File: src/rtl/l3_pkg.sv
package l3_pkg;

  typedef enum logic [2:0] {
    ST_IDLE,
    ST_START,
    ST_SETUP,
    ST_BIT_LO,
    ST_BIT_HI,
    ST_HOLD,
    ST_HALT
  } l3_state_e;

  typedef enum logic [1:0] {
    PH_ADDR,
    PH_DATA0,
    PH_DATA1
  } l3_phase_e;

endpackage

File: src/rtl/l3_timer.sv
module l3_timer #(
  parameter int unsigned CNT_W = 3
) (
  input  logic             clk_i,
  input  logic             rst_ni,
  input  logic             load_i,
  input  logic [CNT_W-1:0] load_val_i,
  output logic             zero_o
);

  logic [CNT_W-1:0] cnt_q;

  always_ff @(posedge clk_i or negedge rst_ni) begin
    if (!rst_ni)             cnt_q <= '0;
    else if (load_i)         cnt_q <= load_val_i;
    else if (cnt_q != '0)    cnt_q <= cnt_q - CNT_W'(1);
  end

  assign zero_o = (cnt_q == '0);


  tmr_step_chk: assert property (@(posedge clk_i) disable iff (!rst_ni)
    (!load_i && cnt_q != '0) |=> (cnt_q == $past(cnt_q) - CNT_W'(1)));

endmodule

File: src/rtl/l3_shreg.sv
module l3_shreg #(
  parameter int unsigned W = 8
) (
  input  logic         clk_i,
  input  logic         rst_ni,
  input  logic         load_i,
  input  logic [W-1:0] load_val_i,
  input  logic         shift_i,
  input  logic         rx_i,
  output logic         tx_o,
  output logic [W-1:0] q_o
);

  logic [W-1:0] sh_q;

  // rx enters at the top so the first sampled bit ends in bit 0
  always_ff @(posedge clk_i or negedge rst_ni) begin
    if (!rst_ni)       sh_q <= '0;
    else if (load_i)   sh_q <= load_val_i;
    else if (shift_i)  sh_q <= {rx_i, sh_q[W-1:1]};
  end

  assign tx_o = sh_q[0];
  assign q_o  = sh_q;


  sh_lsb_first_chk: assert property (@(posedge clk_i) disable iff (!rst_ni)
    (shift_i && !load_i) |=> (sh_q[W-2:0] == $past(sh_q[W-1:1])));

endmodule

File: src/rtl/l3_master.sv
module l3_master
  import l3_pkg::*;
#(
  parameter int unsigned LOW_CYC   = 3,
  parameter int unsigned HIGH_CYC  = 4,
  parameter int unsigned HALT_CYC  = 6,
  parameter int unsigned SETUP_CYC = 2,
  parameter int unsigned HOLD_CYC  = 2,
  parameter int unsigned DEV_W     = 6,
  parameter int unsigned TYPE_W    = 2
) (
  input  logic                   clk_i,
  input  logic                   rst_ni,
  input  logic                   req_valid_i,
  output logic                   req_ready_o,
  input  logic                   req_read_i,
  input  logic                   req_two_i,
  input  logic [DEV_W-1:0]       req_dev_i,
  input  logic [TYPE_W-1:0]      req_type_i,
  input  logic [2*(DEV_W+TYPE_W)-1:0] req_wdata_i,
  output logic [DEV_W+TYPE_W-1:0] rdata_o,
  output logic                   rdata_valid_o,
  output logic                   done_o,
  output logic                   l3_clk_o,
  output logic                   l3_mode_o,
  output logic                   l3_data_o,
  output logic                   l3_data_oe_o,
  input  logic                   l3_data_i
);

  localparam int unsigned BYTE_W = DEV_W + TYPE_W;
  localparam int unsigned BIT_W  = $clog2(BYTE_W);
  localparam int unsigned M1 = (LOW_CYC > HIGH_CYC) ? LOW_CYC : HIGH_CYC;
  localparam int unsigned M2 = (HALT_CYC > M1) ? HALT_CYC : M1;
  localparam int unsigned M3 = (SETUP_CYC > M2) ? SETUP_CYC : M2;
  localparam int unsigned MAXC = (HOLD_CYC > M3) ? HOLD_CYC : M3;
  localparam int unsigned CNT_W = (MAXC > 1) ? $clog2(MAXC) : 1;

  l3_state_e state_q, state_d;
  l3_phase_e phase_q, phase_d;
  logic [BIT_W-1:0] bit_q, bit_d;
  logic rd_q, rd_d, two_q, two_d;
  logic [2*BYTE_W-1:0] wdata_q, wdata_d;
  logic clk_q, clk_d, mode_q, mode_d, data_q, data_d, oe_q, oe_d;
  logic rvalid_q, rvalid_d, done_q, done_d;
  logic [BYTE_W-1:0] rdata_q;

  logic             tmr_load, tmr_zero;
  logic [CNT_W-1:0] tmr_val;
  logic             sh_load, sh_shift, sh_tx;
  logic [BYTE_W-1:0] sh_val, sh_q;

  l3_timer #(.CNT_W(CNT_W)) u_timer (
    .clk_i, .rst_ni, .load_i(tmr_load), .load_val_i(tmr_val), .zero_o(tmr_zero)
  );

  l3_shreg #(.W(BYTE_W)) u_shreg (
    .clk_i, .rst_ni, .load_i(sh_load), .load_val_i(sh_val), .shift_i(sh_shift),
    .rx_i(l3_data_i), .tx_o(sh_tx), .q_o(sh_q)
  );

  always_comb begin
    state_d  = state_q;
    phase_d  = phase_q;
    bit_d    = bit_q;
    rd_d     = rd_q;
    two_d    = two_q;
    wdata_d  = wdata_q;
    clk_d    = clk_q;
    mode_d   = mode_q;
    data_d   = data_q;
    oe_d     = oe_q;
    rvalid_d = 1'b0;
    done_d   = 1'b0;
    tmr_load = 1'b0;
    tmr_val  = '0;
    sh_load  = 1'b0;
    sh_val   = '0;
    sh_shift = 1'b0;
    unique case (state_q)
      ST_IDLE: if (req_valid_i) begin
        state_d  = ST_START;
        phase_d  = PH_ADDR;
        rd_d     = req_read_i;
        two_d    = req_two_i;
        wdata_d  = req_wdata_i;
        {clk_d, mode_d, data_d, oe_d} = 4'b1111;
        tmr_load = 1'b1;
        sh_load  = 1'b1;
        sh_val   = {req_dev_i, req_type_i};
      end
      ST_START: if (tmr_zero) begin
        state_d  = ST_SETUP;
        clk_d    = 1'b0;
        mode_d   = 1'b0;
        tmr_load = 1'b1;
        tmr_val  = CNT_W'(SETUP_CYC - 1);
      end
      ST_SETUP: if (tmr_zero) begin
        state_d  = ST_BIT_LO;
        clk_d    = 1'b0;
        data_d   = sh_tx;
        tmr_load = 1'b1;
        tmr_val  = CNT_W'(LOW_CYC - 1);
      end
      ST_BIT_LO: if (tmr_zero) begin
        state_d  = ST_BIT_HI;
        clk_d    = 1'b1;
        sh_shift = 1'b1;
        tmr_load = 1'b1;
        tmr_val  = CNT_W'(HIGH_CYC - 1);
      end
      ST_BIT_HI: if (tmr_zero) begin
        tmr_load = 1'b1;
        if (bit_q == BIT_W'(BYTE_W - 1)) begin
          state_d = ST_HOLD;
          bit_d   = '0;
          tmr_val = CNT_W'(HOLD_CYC - 1);
        end else begin
          state_d = ST_BIT_LO;
          bit_d   = bit_q + BIT_W'(1);
          clk_d   = 1'b0;
          data_d  = sh_tx;
          tmr_val = CNT_W'(LOW_CYC - 1);
        end
      end
      ST_HOLD: if (tmr_zero) begin
        if (phase_q == PH_ADDR) begin
          state_d  = ST_SETUP;
          phase_d  = PH_DATA0;
          mode_d   = 1'b1;
          oe_d     = !rd_q;
          sh_load  = 1'b1;
          sh_val   = wdata_q[BYTE_W-1:0];
          tmr_load = 1'b1;
          tmr_val  = CNT_W'(SETUP_CYC - 1);
        end else begin
          rvalid_d = rd_q;
          if (phase_q == PH_DATA0 && two_q) begin
            state_d  = ST_HALT;
            phase_d  = PH_DATA1;
            clk_d    = 1'b0;
            sh_load  = 1'b1;
            sh_val   = wdata_q[2*BYTE_W-1:BYTE_W];
            tmr_load = 1'b1;
            tmr_val  = CNT_W'(HALT_CYC - 1);
          end else begin
            state_d = ST_IDLE;
            done_d  = 1'b1;
            {clk_d, mode_d, data_d, oe_d} = 4'b1110;
          end
        end
      end
      ST_HALT: if (tmr_zero) begin
        state_d  = ST_SETUP;
        clk_d    = 1'b1;
        tmr_load = 1'b1;
        tmr_val  = CNT_W'(SETUP_CYC - 1);
      end
      default: state_d = ST_IDLE;
    endcase
  end

  always_ff @(posedge clk_i or negedge rst_ni) begin
    if (!rst_ni) begin
      state_q  <= ST_IDLE;
      phase_q  <= PH_ADDR;
      bit_q    <= '0;
      rd_q     <= 1'b0;
      two_q    <= 1'b0;
      wdata_q  <= '0;
      {clk_q, mode_q, data_q, oe_q} <= 4'b1110;
      rvalid_q <= 1'b0;
      done_q   <= 1'b0;
      rdata_q  <= '0;
    end else begin
      state_q  <= state_d;
      phase_q  <= phase_d;
      bit_q    <= bit_d;
      rd_q     <= rd_d;
      two_q    <= two_d;
      wdata_q  <= wdata_d;
      clk_q    <= clk_d;
      mode_q   <= mode_d;
      data_q   <= data_d;
      oe_q     <= oe_d;
      rvalid_q <= rvalid_d;
      done_q   <= done_d;
      if (rvalid_d) rdata_q <= sh_q;
    end
  end

  assign req_ready_o   = (state_q == ST_IDLE);
  assign rdata_o       = rdata_q;
  assign rdata_valid_o = rvalid_q;
  assign done_o        = done_q;
  assign l3_clk_o      = clk_q;
  assign l3_mode_o     = mode_q;
  assign l3_data_o     = data_q;
  assign l3_data_oe_o  = oe_q;


  accept_only_chk: assert property (@(posedge clk_i) disable iff (!rst_ni)
    $fell(req_ready_o) |-> $past(req_valid_i));


  data_edge_chk: assert property (@(posedge clk_i) disable iff (!rst_ni)
    (l3_data_oe_o && $past(l3_data_oe_o) && !$stable(l3_data_o)) |-> !l3_clk_o);


  addr_driven_chk: assert property (@(posedge clk_i) disable iff (!rst_ni)
    !l3_mode_o |-> l3_data_oe_o);


  rx_release_chk: assert property (@(posedge clk_i) disable iff (!rst_ni)
    rdata_valid_o |-> (!l3_data_oe_o && l3_mode_o));


  done_pulse_chk: assert property (@(posedge clk_i) disable iff (!rst_ni)
    done_o |=> (!done_o && req_ready_o));

endmodule

File: config.mk
export PLATFORM = sky130hd
export DESIGN_NAME = l3_master
export DESIGN_NICKNAME = d
export VERILOG_FILES = /design/src/rtl/l3_pkg.sv /design/src/rtl/l3_timer.sv /design/src/rtl/l3_shreg.sv /design/src/rtl/l3_master.sv
export SDC_FILE = /design/constraint.sdc
export NUM_CORES = 1
export LEC_CHECK = 0
export ABC_AREA = 1
export BUFFER_PORTS_ARGS = -buffer_cell sky130_fd_sc_hd__buf_2
export CELL_PAD_IN_SITES_DETAIL_PLACEMENT = 0
export CELL_PAD_IN_SITES_GLOBAL_PLACEMENT = 1
export CORE_AREA = 4 4 88 90
export CTS_BUF_LIST = sky130_fd_sc_hd__clkbuf_16
export CTS_CLUSTER_SIZE = 25
export DETAILED_ROUTE_END_ITERATION = 8
export DIE_AREA = 0 0 92 94
export PLACE_DENSITY = 0.81
export SLEW_MARGIN = 20
export SYNTH_ARGS = -nofsm -noshare
export SYNTH_HDL_FRONTEND = slang
export SYNTH_SLANG_ARGS = --single-unit
File: constraint.sdc
create_clock -name clk_i -period 1.9 [get_ports clk_i]
set_input_delay 0.38 -clock clk_i [delete_from_list [all_inputs] [get_ports clk_i]]
set_output_delay 0.38 -clock clk_i [all_outputs]
set_load 0.05 [all_outputs]
---- Word level (Yosys, flattened, before mapping) ----
Cells that the tools add are included.
W data, S select, Z words.
operators by class
  add/subtract/negate cells ............... 2
  multipliers ............................. 0
  divide/modulo/power cells ............... 0
  $lt $le $gt $ge ......................... 0
  equality and inequality tests ........... 22
  shifts and indexed selects .............. 0
  mux-type cells .......................... 71
  bitwise logic cells ..................... 0
  reductions and logical operators ........ 24
operator list
  operator              number
  $mux W8               6
  $mux W3               15
  $mux W1               32
  $ne A2 B2 Y1 const B  9
  $pmux W3 S6           1
  $mux W2               8
  $pmux W8 S2           1
  $reduce_and A8 Y1     2
  $pmux W3 S5           1
  $eq A3 B3 Y1 const B  4
  $reduce_and A4 Y1     2
  $eq A3 B2 Y1 const B  2
  $logic_not A3 Y1      2
  $ne A2 B1 Y1 const B  3
  $ne A3 B3 Y1 const B  2
  $pmux W1 S3           2
  $reduce_and A6 Y1     1
  $reduce_bool A2 Y1    3
  $reduce_bool A3 Y1    2
  $reduce_or A2 Y1      3
  $pmux W1 S5           1
  $reduce_and A5 Y1     1
  $reduce_bool A5 Y1    1
  $reduce_or A5 Y1      1
  12 further kinds      14
word-level totals
  register bits ........................... 51
  bits in latches ......................... 0
  memory bits (writable) .................. 0
  memory bits (read-only) ................. 0
  bits of input ports ..................... 30
  output and inout bits ................... 15
  word-level logic and storage cells ...... 134
  memories ................................ 0

---- Logic depth before layout (Yosys ltp) ----
Gate-level depths: netlist of the first run.
  depth after elaboration ................. 7
  gate-level depth with buffers ........... 10
  gate-level depth less buffers ........... 10

---- Modules after synthesis ----
Synthesis of the first run repeated with hierarchy kept, for this count alone.
unflattened totals
  cells, all modules ...................... 379
  area total of the unflattened synthesis .. 2,900.3 um^2
by module, submodules not included
  module     instances  cells an instance  area an instance (um^2)  seq. area each (um^2)
  l3_master  1          302                2,311.0                  1,004.7
  l3_shreg   1          45                 381.6                    200.2
  l3_timer   1          32                 207.7                    75.1

---- Worst setup path before layout of the first run ----
OpenSTA, ideal clock, no wires.
  path kind ............................... register to register
  start point ............................. register state_q[0]
  end point ............................... register oe_q (netlist: l3_data_oe_o)
  setup time .............................. 65 ps
  data arrival time ....................... 1,546 ps
  data required time ...................... 1,835 ps
  slack ................................... 288 ps
  stages on the path, launching flop included .. 10
  buffers on the path ..................... 0
  period minus slack after synthesis ...... 1,612 ps
  cells stage by stage .................... dfrtp_1 nor2_1 nand2_1 inv_1 nand2_2 nand2_1 inv_1 nand2_1 nand2_1 nand2_1
between the ends
  word-level cells in the longest chain between the ends .. 3
  elaborated cells between the ends (all ways) .. 8
  those cells by class .................... eq/ne (4); mux (1); reduce/logical (3)
RTL lines
  element                                                              line              text
  from (decl)                                                          l3_master.sv:39   l3_state_e state_q, state_d;
  from (signal assigned)                                               l3_master.sv:177  state_q <= state_d;
  $logic_not A3 Y1 *                                                   --
  net req_ready_o                                                      l3_master.sv:15   output logic req_ready_o,
  $ne A2 B2 Y1 (no source line) or $reduce_bool A2 Y1 (tied branches)  --
  $reduce_and A4 Y1 (no source line)                                   --
  to (signal assigned)                                                 l3_master.sv:172  {clk_q, mode_q, data_q, oe_q} <= 4'b1110;
  to (signal assigned)                                                 l3_master.sv:186  oe_q <= oe_d;
  to (decl)                                                            l3_master.sv:44   logic clk_q, clk_d, mode_q, mode_d, data_q, data_d, oe_q, oe_d;
Mark *: on every way through the listed nets, which the timed path passes. The rest lies on a longest branch.
A chain may end at the register's enable or synchronous reset.

---- Worst setup path after layout of the first run ----
  start point ............................. register state_q[2]
  end point ............................... output req_ready_o
between the ends
  word-level cells in the longest chain between the ends .. 1
RTL lines
  element           line              text
  $logic_not A3 Y1  l3_master.sv:193  assign req_ready_o = (state_q == ST_IDLE);
  to (decl)         l3_master.sv:15
Every way passes these cells.

==> impl_metrics.py, run 1 <==
metrics = {
    "power": {
        "power_mw": 2.181,
        "clockPowerShare_pct": 46.7,
        "intPower_mw": 1.743,
        "p_leak_nw": 1.711,
        "p_sw_share_pct": 20.10,
        "power.density_nw_per_um2": 669.2,
        "ir_worst_vdd_mv": 0.3324,
        "power_frac_comb_pct": 3.0,
        "p_seq_share_pct": 50.3,
        "power_switching_mw": 0.4384,
    },
    "critical_path": {
        "required_ps": 1520,
        "startpoint": "state_q[2]",
        "r2r-end": "rdata_o[3]",
        "criticalPathCategory": "flip-flop to output pin",
        "critPathMaxFanout": 9,
        "rrSetupSlack_ps": 190,
        "endpoint_kind": "output pin",
        "worstReg2RegStart": "u_timer.cnt_q[0]",
        "start_kind": "flip-flop",
        "reg2reg_depth": 8,
        "critPathArrivalTime_ps": 1450,
    },
    "yosys": {
        "synth_area_um2": 2729,
        "ys_seq_elements": 51,
        "synthArstFlopShare_pct": 100.0,
        "synth_fp_nets": 365,
        "ys_types": 30,
        "avgSynthCellArea_um2": 8.244,
        "synth_edf_count": 0,
        "ys_seq_area_share_pct": 46.91,
        "yosys_warnings": 0,
        "syn-instance-count": 331,
        "synthFlopType": "dfrtp_1",
    },
    "sta": {
        "slew_headroom_pct": 76.29,
        "tightest_slew_ps": 355.6,
        "slew_viol_final": 0,
        "worst_slack_ps": 72.54,
        "max_freq_ghz": 0.5472,
        "final-hold-violation-count": 0,
        "fin_crit_sh_pct": 96.18,
        "fin_crit_ps": 1827,
        "rsz0062_at_grt": "false",
        "clock_skew_ps": 10.41,
        "tns_ps": 0,
        "finalSetupViolCount": 0,
    },
    "drt": {
        "dr.pass1.iters": 4,
        "vias_per_cell": 4.688,
        "drtAntennaViolNets": 0,
        "vias": 2255,
        "post_drt_wl_per_cell_um": 12.46,
        "drtIter0Drc": 137,
        "wl_um": 5994,
        "drc": 0,
    },
    "finish": {
        "area.growth.synth_to_final_pct": 19.44,
        "drive_above_1_share_pct": 22.77,
        "final_nets": 415,
        "finish.utilization_pct": 46.17,
        "antenna_cells": 0,
    },
    "grt": {
        "grt_use_met1_pct": 20.16,
        "grtUsageMet2_pct": 24.57,
        "antenna_found_initial": 0,
        "grtUsageTotal_pct": 15.08,
        "grt_pass1_vias": 2262,
        "grt_max_degree": 52,
        "top_usage_layer": "met2",
        "grt_pass1_wl_um": 10410,
        "grt_util_met3_pct": 3.045,
        "grt-ovfl-total": 0,
    },
    "floorplanning": {
        "core_um2": 7059,
        "initial_utilization_pct": 38.66,
        "std_cell_rows": 31,
        "io_pins": 45,
        "die_w_um": 92,
        "die_y_um": 94,
        "die_area_um2": 8648,
    },
    "clocking": {
        "cts.sinks": 51,
        "cts.path.max_buffers": 2,
        "cts-root-buf": "clkbuf_16",
        "tritoncts": "yes",
        "clk_latency_ps": 290,
        "postCtsSetupRepairBufs": 0,
        "htreeDepth": 2,
        "cts_buffers": 5,
        "clkTransAtPathRegs_ps": 70,
        "holdBufCountCts": 0,
    },
    "flow_run": {
        "cap_violations": 0,
    },
    "placed_design": {
        "gp_congestion": 0.8623,
        "post-place-ws_ps": 152.2,
        "hpwl_um": 4540,
        "port-buffer-count": 44,
    },
    "outcome": {
        "status": "finished clean",
    },
    "min_path": {
        "hold_class": "input port to asynchronous set/reset pin",
    },
}
-- timing repair --
action | in CTS | in global routing
pin swaps | 0 | 1
gates resized for setup | 1 | 1
setup endpoints to repair | 1 | 4
hold endpoints to repair | 0 | 0
cloned | 0 | 0
-- final cells by class --
cell class / count / area [um^2]
Fill cell: 735 / 3800
Sequential cell: 51 / 1280
Multi-Input combinational cell: 230 / 1229
Timing Repair Buffer: 52 / 295.3
Inverter: 41 / 163.9
Clock buffer: 5 / 125.1
Tap cell: 99 / 123.9
Clock inverter: 3 / 42.54
-- through the flow --
| stage | instances | hold WS (ps) | cell area [um^2] |
|---|---|---|---|
| 5_1_grt | 481 | 102.0 | 3259 |
| 2_1_floorplan | 331 | 84.41 | 2729 |
| 3_5_place_dp | 473 | 394.2 | 3087 |
| 4_1_cts | 481 | 83.94 | 3257 |
| 6_report | 481 | 61.09 | 3259 |
| 3_3_place_gp | 473 | 391.1 | 3087 |
-- cell families after synthesis --
kind of cell / after synthesis / share of synthesized area [%]
buffers and inverters: 50 / 8.161
DFF: 51 / 46.91
AOI/OAI and AO/OA: 56 / 12.20
and+or+nand+nor: 170 / 30.90
adders and majority gates: 4 / 1.834
-- routing by layer --
| metal | wire [um] | vias up |
|---|---|---|
| met5 | 0 | - |
| met4 | 110 | 0 |
| met3 | 289 | 11 |
| met2 | 2728 | 58 |
| met1 | 2865 | 1012 |
| li1 | - | 1174 |
-- power by group through the flow --
stage                     clock, mW  combinational [mW]  sequential (mW)
after CTS                      1.04              0.0691             1.10
after global placement            0              0.0674             1.12
after floorplan                   0             0.00922             1.12
after global routing           1.08              0.0778             1.10
final                          1.02              0.0660             1.10
after detailed placement          0              0.0688             1.12
-- how the worst max path moves through the flow --
stage              endpoint  slack (ps)  cells past startpoint
6_report        req_ready_o          70                      4
5_1_grt          rdata_o[2]           4                      8
4_1_cts         req_ready_o          40                      4
3_5_place_dp     rdata_o[2]         150                      8
3_3_place_gp     rdata_o[3]         190                      8
2_1_floorplan  l3_data_oe_o         290                      9
-- Yosys cell counts, types with 2 or more instances --
library cell / count / area share (%)
nor3_1: 3 / 0.55
dfrtp_1: 48 / 44
nor2_1: 18 / 2.5
nor2_2: 2 / 0.46
inv_1: 38 / 5.2
nand2_1: 109 / 15
buf_6: 2 / 0.83
o21ai_2: 6 / 1.9
o22ai_1: 8 / 1.8
a21boi_1: 3 / 0.83
dfstp_2: 3 / 2.9
buf_2: 5 / 0.92
inv_4: 2 / 0.46
nand3_1: 14 / 2.6
o21ai_0: 31 / 5.7
a21boi_0: 2 / 0.55
nand3_4: 4 / 2.6
nand2_2: 3 / 0.69
nand4_1: 10 / 2.3
a21oi_1: 4 / 0.73
nor2_8: 3 / 2.2
ha_1: 4 / 1.8
nand2_8: 2 / 1.5
-- worst max-delay path: stages, from the launching register on --
cell and delay [ps]:
dfrtp_1 500, nor2_2 220, nand2_1 120, inv_1 100, clkbuf_4 230
-- cells in the final DEF (no fill, tap or decap), drive strengths merged --
master	n
o2bb2ai	1
clkbuf	6
bufinv	1
o22ai	8
ha	4
buf	51
nand2	114
nand4	10
nand3	19
a21oi	4
o21ai	37
dfstp	3
nor2	23
nor3	3
nand3b	1
a22o	1
a21boi	5
dfrtp	48
inv	43
-- sequential cells by signal, indices dropped and copies added, names as in the netlist --
register	flops
phase_q	2
done_o	1
l3_mode_o	1
rdata_valid_o	1
bit_q	3
l3_clk_o	1
rd_q	1
l3_data_oe_o	1
wdata_q	16
l3_data_o	1
rdata_o	8
u_shreg.q_o	8
u_timer.cnt_q	3
two_q	1
state_q	3
Power figures use the tool's default switching activity.
==> inputs of run 2 (changes only) <==
- CORE_AREA: 4 4 88 90 -> 4 4 93 86
- DIE_AREA: 0 0 92 94 -> 0 0 97 90
==> impl_metrics.py, run 2 (synthesis gave the netlist of run 1 again) <==
metrics = {
    "finish": {
        "final_nets": 416,
        "final_cell_mix": "109 x nand2_1, 48 x dfrtp_1, 43 x buf_2",
        "area.growth.synth_to_final_pct": 18.20,
        "multi_input_area_um2": 1234,
        "antenna_cells": 0,
        "n_fill_cell": 697,
        "drive_above_1_share_pct": 22.98,
        "top_register": "wdata_q",
        "layout_commonest_cell": "nand2_1",
        "largest_reg_flops": 16,
        "ff_latch_area_um2": 1280,
    },
    "critical_path": {
        "endpoint_kind": "output pin",
        "startpoint": "state_q[1]",
        "crit_chain": "inv_4, nand2_1, inv_1, clkbuf_4",
        "path_delay_family": "buffers and inverters",
        "required_ps": 1520,
        "cp.depth": 4,
        "start_kind": "flip-flop",
        "critPathArrivalTime_ps": 1420,
        "criticalPathCategory": "flip-flop to output pin",
        "worstReg2RegStart": "u_timer.cnt_q[0]",
        "reg2reg_depth": 8,
        "slowest_delay_ps": 490,
        "critPathMaxFanout": 9,
        "path_buf_inv": 3,
        "crit_slowest_cell": "dfrtp_1",
    },
    "placed_design": {
        "port-buffer-count": 44,
        "gp_congestion": 0.8360,
        "hpwl_um": 4610,
    },
    "clocking": {
        "cts.path.max_buffers": 2,
        "cts_buffers": 5,
        "clkTransAtPathRegs_ps": 70,
        "tritoncts": "yes",
        "cts-root-buf": "clkbuf_16",
        "clk_latency_ps": 290,
        "cts.sinks": 51,
        "htreeDepth": 2,
    },
    "sta": {
        "slew_headroom_pct": 67.44,
        "finalSetupViolCount": 0,
        "rsz0062_at_grt": "false",
        "hold_ws_ps": 43.06,
        "fin_crit_ps": 1800,
        "tightest_slew_ps": 488.4,
        "slew_viol_final": 0,
        "fin_crit_sh_pct": 94.75,
        "clock_skew_ps": 5.770,
        "tns_ps": 0,
        "final-hold-violation-count": 0,
        "max_freq_ghz": 0.5555,
    },
    "floorplanning": {
        "die_y_um": 90,
        "std_cell_rows": 29,
        "io_pins": 45,
        "core_um2": 7003,
        "die_w_um": 97,
        "initial_utilization_pct": 38.97,
        "die_area_um2": 8730,
    },
    "power": {
        "p_leak_nw": 1.699,
        "power.density_nw_per_um2": 629.3,
        "ir_worst_vdd_mv": 0.5377,
    },
    "grt": {
        "grt_pass1_vias": 2201,
        "grtUsageTotal_pct": 14.30,
        "grt_pass1_wl_um": 10300,
        "antenna_found_initial": 0,
        "grt_max_degree": 37,
        "grt-ovfl-total": 0,
    },
    "drt": {
        "vias_per_cell": 4.737,
        "dr.pass1.iters": 4,
        "drc": 0,
        "wl_um": 5876,
        "drtAntennaViolNets": 0,
        "post_drt_wl_per_cell_um": 12.34,
        "drtIter0Drc": 118,
        "vias": 2255,
    },
    "flow_run": {
        "cap_violations": 0,
    },
    "outcome": {
        "status": "finished clean",
    },
    "min_path": {
        "hold_class": "input port to asynchronous set/reset pin",
    },
}
==> run 2: cell types whose count changed in the layout (fill, tap and decap cells not counted), sizes merged <==
cell      delta
buf          +1
bufinv       -1
clkinv       +1
clkinvlp     +1
inv          -1
==> run 2: cell type report <==
type	instances	area share, %
clock buffer	5	3.879
clock inverter	3	0.5043
inverter	41	5.081
multi-input combinational	230	38.25
sequential	51	39.68
tap	93	3.607
timing repair buffer	53	8.999
==> run 2: worst paths after layout <==
path	end	slack, ps
max in group asynchronous	l3_clk_o	1190
max reg2reg	rdata_o[1]	170
min in group clk_i	wdata_q[11]	290
max	req_ready_o	100
min	wdata_q[1]	40
min reg2reg	l3_data_o	460
==> run 2: metrics by stage <==
stage	util [%]	power, mW	cell area [um^2]	cells	setup WS (ps)
after floorplan	-	1.125	2729	331	288.1
after global placement	43.90	1.183	3074	468	214.1
after detailed placement	43.90	1.185	3074	468	151.8
after CTS	45.95	2.053	3218	476	9.829
after global routing	46.06	2.114	3226	476	3.123
final	46.06	2.030	3226	476	99.84
==> run 2: timing repair <==
action,4_1_cts,5_1_grt
pin swaps,0,1
resized for setup,1,2
hold buffers,0,0
setup endpoints to repair,1,2
setup buffers,0,0
==> run 2: report_power, final <==
part	total, mW	switching [mW]	internal [mW]
logic	0.0647	0.0371	0.0275
clock network	0.868	0.386	0.481
registers	1.10	0.00548	1.09
total	2.03	0.429	1.60
==> run 2: routing by layer <==
metal  vias up  share of wire (%)  GRT usage, %
li1       1172                  -             -
met3         5                4.6         3.096
met1      1025                 49         19.95
met5         -                  0             0
met4         0                1.1         4.912
met2        53                 45         21.95
==> inputs of run 3 (changes only) <==
- CORE_AREA: 4 4 93 86 -> 2 2 91 84
- DIE_AREA: 0 0 97 90 -> 0 0 93 86
==> impl_metrics.py, run 3 (synthesis gave the netlist of run 1 again) <==
metrics = {
    "outcome": {
        "status": "finished clean",
    },
    "drt": {
        "wl_met2_um": 2628,
        "vias": 2294,
        "top_layer_used": "met4",
        "drc": 0,
        "wl_met3_um": 246,
        "dr.pass1.iters": 5,
        "drt-met1-wl_um": 3133,
        "wl_um": 6067,
        "vias_per_cell": 4.809,
        "post_drt_wl_per_cell_um": 12.72,
        "drtAntennaViolNets": 0,
        "drtIter0Drc": 132,
    },
    "finish": {
        "layout_commonest_cell": "nand2_1",
        "n_fill_cell": 711,
        "final_cell_mix": "109 x nand2_1, 47 x dfrtp_1, 43 x buf_2",
        "antenna_cells": 0,
        "top_register": "wdata_q",
        "finish.utilization_pct": 46.98,
        "stdcell_area_um2": 3273,
        "drive_above_1_share_pct": 23.44,
        "largest_reg_flops": 16,
        "final_nets": 418,
        "area.growth.synth_to_final_pct": 19.95,
    },
    "min_path": {
        "hold_class": "input port to flip-flop",
    },
    "sta": {
        "final-hold-violation-count": 0,
        "slew_viol_final": 0,
        "tightest_slew_ps": 343.3,
        "rsz0062_at_grt": "false",
        "tns_ps": 0,
        "slew_headroom_pct": 76.91,
        "finalSetupViolCount": 0,
        "fin_crit_ps": 1759,
        "fin_crit_sh_pct": 92.60,
        "hold_ws_ps": 289.8,
        "max_freq_ghz": 0.5684,
        "clock_skew_ps": 6.092,
    },
    "floorplanning": {
        "io_pins": 45,
        "die_w_um": 93,
        "die_y_um": 86,
        "std_cell_rows": 29,
        "initial_utilization_pct": 39.17,
        "die_area_um2": 7998,
        "core_um2": 6967,
    },
    "power": {
        "ir_worst_vdd_mv": 0.3827,
        "power_mw": 2.152,
        "p_leak_nw": 1.713,
        "power.density_nw_per_um2": 657.4,
    },
    "clocking": {
        "htreeDepth": 2,
        "cts.sinks": 51,
        "clk_latency_ps": 290,
        "cts-root-buf": "clkbuf_16",
        "tritoncts": "yes",
        "cts.path.max_buffers": 2,
        "clkTransAtPathRegs_ps": 60,
        "cts_buffers": 5,
    },
    "critical_path": {
        "critPathArrivalTime_ps": 1380,
        "critPathMaxFanout": 9,
        "start_kind": "flip-flop",
        "crit_slowest_cell": "dfrtp_2",
        "endpoint_kind": "output pin",
        "required_ps": 1520,
        "criticalPathCategory": "flip-flop to output pin",
        "slowest_delay_ps": 490,
        "crit_chain": "inv_4, nand2_1, inv_1, clkbuf_4",
    },
    "grt": {
        "grt_pass1_wl_um": 10440,
        "antenna_found_initial": 0,
        "grt-ovfl-total": 0,
        "grt_pass1_vias": 2174,
        "grtUsageTotal_pct": 16.40,
        "grt_max_degree": 43,
    },
    "placed_design": {
        "place_area_um2": 3079,
        "gp_congestion": 0.8701,
        "hpwl_um": 4579,
        "port-buffer-count": 44,
    },
    "flow_run": {
        "cap_violations": 0,
    },
}
==> run 3: changes by cell type in the layout (fill, tap and decap cells not counted), sizes merged <==
cell and delta:
buf +1, bufinv +1, clkinv -1, dlygate4sd3 +1
inv -1
==> run 3: timing repair <==
action,CTS,global route
endpoints found under the setup margin,1,6
gates cloned,0,0
pin swaps,0,2
setup buffers,0,2
hold buffers,1,0
endpoints found under the hold margin,5,0
resized for setup,1,2
==> run 3: report_power, final <==
group	total, mW	switching, mW	internal (mW)
Sequential	1.10	0.00530	1.09
Combinational	0.0692	0.0375	0.0317
Clock	0.985	0.372	0.613
==> run 3: final cells by class <==
cell class	count	area, um^2	area share, %
clock buffers	5	125.1	3.823
clock inverters	2	37.54	1.147
inverters	41	163.9	5.008
multi-input cells	230	1229	37.54
flip-flops and latches	51	1281	39.14
well taps	93	116.4	3.555
repair buffers	55	320.3	9.786
==> run 3: metal layers <==
metal | up-vias | track usage [%]
li1 | 1174 | -
met1 | 1062 | 24.65
met2 | 53 | 24.70
met3 | 5 | 2.636
met4 | 0 | 4.011
met5 | - | 0
==> run 3: worst paths after layout <==
path	slack (ps)	endpoint	cells past startpoint	from
max	140	req_ready_o	4	state_q[1]
min	290	two_q	3	req_two_i
max reg2reg	150	u_shreg.q_o[1]	7	u_timer.cnt_q[0]
min reg2reg	460	l3_clk_o	2	l3_clk_o
max in group asynchronous	910	l3_mode_o	3	rst_ni
min in group asynchronous	460	wdata_q[1]	2	rst_ni
==> run 3: critical path, delay by kind of cell (launching register included) <==
kind | cells | cell delay, ps
buffers and inverters | 3 | 480
DFF | 1 | 490
and+or+nand+nor | 1 | 120
==> run 3: metrics by stage <==
stage               worst slack (ps)  std cells
floorplan                      288.1        331
global placement               203.6        467
detailed placement             105.5        467
CTS                            41.65        475
global route                   14.76        477
finish                         140.5        477
